$ cat config.mk
export PLATFORM = sky130hd
export DESIGN_NAME = sig_accum
export DESIGN_NICKNAME = d
export VERILOG_FILES = /design/src/rtl/sig_accum_pkg.sv /design/src/rtl/sig_accum_absdiff.sv /design/src/rtl/sig_accum_select.sv /design/src/rtl/sig_accum_core.sv /design/src/rtl/sig_accum.sv
export SDC_FILE = /design/constraint.sdc
export NUM_CORES = 1
export LEC_CHECK = 0
export CAP_MARGIN = 20
export CORE_ASPECT_RATIO = 1.25
export CORE_UTILIZATION = 50
export DETAILED_ROUTE_END_ITERATION = 12
export PLACE_DENSITY = 0.79
export SLEW_MARGIN = 10
export SYNTH_ARGS = -nofsm -noshare
export SYNTH_HDL_FRONTEND = slang
export SYNTH_SLANG_ARGS = --single-unit
$ cat constraint.sdc
create_clock -name clk -period 8.5 [get_ports clk]
set_input_delay 0.85 -clock clk [delete_from_list [all_inputs] [get_ports clk]]
set_output_delay 0.85 -clock clk [all_outputs]
set_load 0.05 [all_outputs]
$ cat src/rtl/sig_accum_pkg.sv
package sig_accum_pkg;

    typedef enum logic [1:0] {
        MODE_SELF = 2'b00,
        MODE_MAG  = 2'b01,
        MODE_DIFF = 2'b10,
        MODE_IDLE = 2'b11
    } acc_mode_e;

    typedef struct packed {
        logic lo_carry;
        logic hi_carry;
    } carry_t;

    function automatic int max_w(input int a, input int b);
        return (a > b) ? a : b;
    endfunction

endpackage

$ cat src/rtl/sig_accum_absdiff.sv
module sig_accum_absdiff #(
    parameter int DAC_W = 8,
    parameter int ADC_W = 8,
    parameter int CMP_W = 8
) (
    input  logic [DAC_W-1:0] stim_i,
    input  logic [ADC_W-1:0] adc_i,
    output logic [CMP_W-1:0] diff_o
);
    logic [CMP_W-1:0] a_w;
    logic [CMP_W-1:0] b_w;

    always_comb begin
        a_w = CMP_W'(stim_i);
        b_w = CMP_W'(adc_i);
        // Subtract the smaller value from the larger, so the result cannot wrap
        if (a_w >= b_w) diff_o = a_w - b_w;
        else            diff_o = b_w - a_w;
    end
endmodule

$ cat src/rtl/sig_accum_select.sv
module sig_accum_select
    import sig_accum_pkg::*;
#(
    parameter int DAC_W = 8,
    parameter int ADC_W = 8,
    parameter int CMP_W = 8
) (
    input  acc_mode_e        mode_i,
    input  logic [DAC_W-1:0] stim_i,
    input  logic [ADC_W-1:0] adc_i,
    input  logic [CMP_W-1:0] diff_i,
    output logic [CMP_W-1:0] term_o
);
    always_comb begin
        unique case (mode_i)
            MODE_SELF: term_o = CMP_W'(stim_i);
            MODE_MAG:  term_o = CMP_W'(adc_i);
            MODE_DIFF: term_o = diff_i;
            default:   term_o = '0;
        endcase
    end
endmodule

$ cat src/rtl/sig_accum_core.sv
module sig_accum_core
    import sig_accum_pkg::*;
#(
    parameter int CMP_W = 8,
    parameter int ACC_W = 8
) (
    input  logic             clk,
    input  logic             rst,
    input  logic             clr_i,
    input  logic             en_i,
    input  logic [CMP_W-1:0] term_i,
    output logic [ACC_W-1:0] lo_o,
    output logic [ACC_W-1:0] hi_o,
    output logic             ovf_o
);
    localparam int SUM_W = ACC_W + 1;

    logic [ACC_W-1:0] lo_q, hi_q;
    logic             ovf_q;
    logic [SUM_W-1:0] lo_sum, hi_sum;
    carry_t           cy;

    always_comb begin
        lo_sum      = {1'b0, lo_q} + SUM_W'(term_i);
        cy.lo_carry = lo_sum[ACC_W];
        hi_sum      = {1'b0, hi_q} + SUM_W'(cy.lo_carry);
        cy.hi_carry = hi_sum[ACC_W];
    end

    always_ff @(posedge clk) begin
        if (rst || clr_i) begin
            lo_q  <= '0;
            hi_q  <= '0;
            ovf_q <= 1'b0;
        end else if (en_i) begin
            lo_q <= lo_sum[ACC_W-1:0];
            hi_q <= hi_sum[ACC_W-1:0];
            if (cy.hi_carry) ovf_q <= 1'b1;
        end
    end

    assign lo_o  = lo_q;
    assign hi_o  = hi_q;
    assign ovf_o = ovf_q;
endmodule

$ cat src/rtl/sig_accum.sv
module sig_accum
    import sig_accum_pkg::*;
#(
    parameter int DAC_W = 8,
    parameter int ADC_W = 8,
    parameter int ACC_W = 8
) (
    input  logic             clk,
    input  logic             rst,
    input  logic             clr_i,
    input  logic             acc_en_i,
    input  logic [1:0]       mode_i,
    input  logic [DAC_W-1:0] stim_i,
    input  logic [ADC_W-1:0] adc_i,
    output logic [ACC_W-1:0] sum_lo_o,
    output logic [ACC_W-1:0] sum_hi_o,
    output logic             ovf_o
);
    localparam int CMP_W = max_w(DAC_W, ADC_W);

    acc_mode_e        mode;
    logic [CMP_W-1:0] diff;
    logic [CMP_W-1:0] term;

    assign mode = acc_mode_e'(mode_i);

    sig_accum_absdiff #(.DAC_W(DAC_W), .ADC_W(ADC_W), .CMP_W(CMP_W)) absdiff_i (
        .stim_i (stim_i),
        .adc_i  (adc_i),
        .diff_o (diff)
    );

    sig_accum_select #(.DAC_W(DAC_W), .ADC_W(ADC_W), .CMP_W(CMP_W)) select_i (
        .mode_i (mode),
        .stim_i (stim_i),
        .adc_i  (adc_i),
        .diff_i (diff),
        .term_o (term)
    );

    sig_accum_core #(.CMP_W(CMP_W), .ACC_W(ACC_W)) core_i (
        .clk    (clk),
        .rst    (rst),
        .clr_i  (clr_i),
        .en_i   (acc_en_i),
        .term_i (term),
        .lo_o   (sum_lo_o),
        .hi_o   (sum_hi_o),
        .ovf_o  (ovf_o)
    );
endmodule

==> metrics <==
status=complete, no violations; area leader, netlist=dfxtp_1; post-synthesis sequential area ratio=18.7%; Syn Nets=between 200 and 300; core box area=roughly 3500 um2; routability cong.=about 0.9; largest net degree at the start of global routing=20; Int Power=between 0.15 and 0.2 mW; drt pass-1 iters=4; num ports=39; #FFs+latches synth=17; H-tree Lvls=1; placed cell count=285; critical path class=primary input to register; commonest non-fill, non-tap cell in the layout=clkdlybuf4s50_1; Slew headroom=58.9%; Hold/Removal Path Class=register to register; Comb pwr share=41.7%; CP required=8.64 ns; Max rail drop VDD=107 uV; Yosys warning count=0; first-pass GRT wire length=between 6000 and 7000 um; HPWL Detailed=just over 3000 um; Initial Utilization=a little over half; FMAX=188 MHz; post-CTS setup buffers=0; setup_tns=0 ns; commonest non-fill, non-tap cells in the layout=clkdlybuf4s50_1 (38), ha_1 (25), inv_1 (24); Cell variety after synth=between 40 and 50; layout cells sized above 1=4.40%; Port-buffer cells=38; Remaining Overflow, GRT=0; vias per cell=5.81; num rows=24; TritonCTS sink count=17; leakage power=1.01 nW; Worst setup endpoint=core_i.hi_o[6]; worst-path maximum fanout=7; Slew Limit Fails=0; Synth async-reset ratio=0%; clock tree buffer depth=2; syn_area_per_cell=8.38 um2; Area Growth Syn to Fin=22.6%; number of global-route vias before repair=between 1.5k and 2k; fraction of power spent switching nets=34.6%; top post-synthesis cells by area=dfxtp_1 (19%), ha_1 (17%), mux2i_1 (11%), inv_1 (5.0%), a21oi_1 (3.9%); Worst Tran Pin Value=0.614 ns; Die Area=3890 um2; worst reg2reg startpoint=core_i.lo_o[0]; Worst Path Arrival=5.45 ns; register clock-pin slew on the reported worst setup and hold paths=~0.07 ns; EDFF count, synth=0; Residual DRC=0; Cell Count, Final, Fillers Out=289; final wirelength=3970 um; Main synth FF type=dfxtp_1; Max-cap violations=0; Initial DRC Count=54; Reg2Reg Depth=13; n_diodes=0; Fin. Hold Viols=0; nets=301; final instance area=2230 um2; clock network power share=about 25%; Setup Skew=0.00365 ns; Inserted Clock Buffers=3; Antenna Nets Post-Route=0; clk_lat worst skew=0.25 ns; crit path launch=adc_i[0]; per-cell routed wire length=13.7 um; cts-stage hold buffer count=0; Final period util=a little over three fifths; chip height=69.4 um; Synth top area share=around a fifth; vias=1679; Resize count post-CTS=0; total power=0.246 mW; chip width=56.0 um; Post-Syn Area=between 1500 and 2000 um2; Root Buffer=clkbuf_8; reg2reg end=core_i.hi_o[5]; Power Dens Cells=about 110 nW/um2; initial antenna violation count=0; Synth Instances=~220; global-route usage over all layers=21.0%; Area after DPL=2180 um2; CP Launch Type=primary input; CTS tree=yes; NetSw=roughly 0.085 mW; sequential power share=33.8%; Final setup viols=0; flop2flop setup slack=5.47 ns; RSZ-0062 raised after global routing=false; CP endpoint kind=register; Final Critical Period=5.31 ns
==> how the worst min path moves through the flow <==
stage                     end  cells after the start      startpoint  slack, ns
4_1_cts          core_i.ovf_o                      1    core_i.ovf_o       0.47
5_1_grt          core_i.ovf_o                      1    core_i.ovf_o       0.52
3_3_place_gp     core_i.ovf_o                      1    core_i.ovf_o       0.45
2_1_floorplan  core_i.lo_o[1]                      2  core_i.lo_o[1]       0.72
6_report         core_i.ovf_o                      1    core_i.ovf_o       0.47
3_5_place_dp     core_i.ovf_o                      1    core_i.ovf_o       0.46
==> final cells by class <==
cell class              count  area [um2]
multi-input cells         166        1320
clock buffers               3        41.3
fillers                   297        1250
well taps                  39        48.8
inverters                  25        93.8
flip-flops and latches     17         340
clock inverters             1        5.00
repair buffers             38         380
==> routing by layer <==
layer | track usage, % | vias up | routed length (um) | part of all wire (%)
li1 | - | 840 | - | -
met1 | 24.7 | 782 | 1700 | 43
met2 | 39.4 | 46 | 2020 | 51
met3 | 2.24 | 11 | 166 | 4.2
met4 | 6.50 | 0 | 85 | 2.1
met5 | 0 | - | 0 | 0
==> worst max-delay path: stages <==
cell,delay [ns]
clkdlybuf4s50_1,0.51
ha_1,0.18
inv_1,0.06
fa_1,0.37
a21o_1,0.19
a211oi_2,0.28
o221ai_4,0.23
mux2i_1,0.22
xor2_1,0.16
o22ai_1,0.10
ha_1,0.33
nor2b_1,0.14
o21ai_0,0.18
a21boi_0,0.13
o21ai_0,0.30
nor2b_1,0.20
o21ai_0,0.11
ha_1,0.21
ha_1,0.19
and3_1,0.21
nand4_1,0.11
xor2_1,0.14
nor2_1,0.05
==> power by group through the flow <==
stage               Sequential, mW  Clock (mW)  Combinational, mW
detailed placement          0.0850           0              0.102
finish                      0.0832      0.0603              0.103
global placement            0.0851           0              0.101
floorplan                   0.0912           0             0.0700
CTS                         0.0833      0.0620              0.103
global route                0.0835      0.0644              0.114
==> flip-flops by register name, indices dropped and copies added, names as in the netlist <==
name / cells
core_i.hi_o: 8
core_i.lo_o: 8
core_i.ovf_o: 1
==> metrics by stage <==
step | hold WS [ns] | setup WS (ns) | util (%)
2_1_floorplan | 0.723 | 3.78 | -
3_3_place_gp | 0.454 | 3.03 | 62.7
3_5_place_dp | 0.457 | 2.93 | 62.7
4_1_cts | 0.470 | 3.15 | 64.0
5_1_grt | 0.516 | 2.78 | 64.0
6_report | 0.465 | 3.19 | 64.0
==> synth_stat cells (2+ instances only) <==
master,n
a21oi_1,14
ha_1,25
nor3_1,4
nand2_1,11
a21o_2,2
or3_1,4
nor2b_1,2
xnor2_1,5
nor2_1,13
o22ai_1,7
clkbuf_1,4
nand3_1,3
dfxtp_1,17
mux2i_1,20
nand3b_1,2
o21ai_0,7
a211oi_1,3
nand4_1,5
xor2_1,7
fa_1,3
a21o_1,8
inv_1,24
a31oi_1,4
clkbuf_8,2
==> logic make-up after synthesis <==
kind of cell / count (synthesis) / synth area share (%)
AO/OA/AOI/OAI: 55 / 20.8
XOR/XNOR: 12 / 5.78
adder cells (fa/ha/maj): 28 / 20.5
buffers and inverters: 34 / 8.73
flip-flops: 17 / 18.7
multiplexers: 21 / 11.6
AND/OR/NAND/NOR: 50 / 13.9
(Power assumes the default switching activity.)
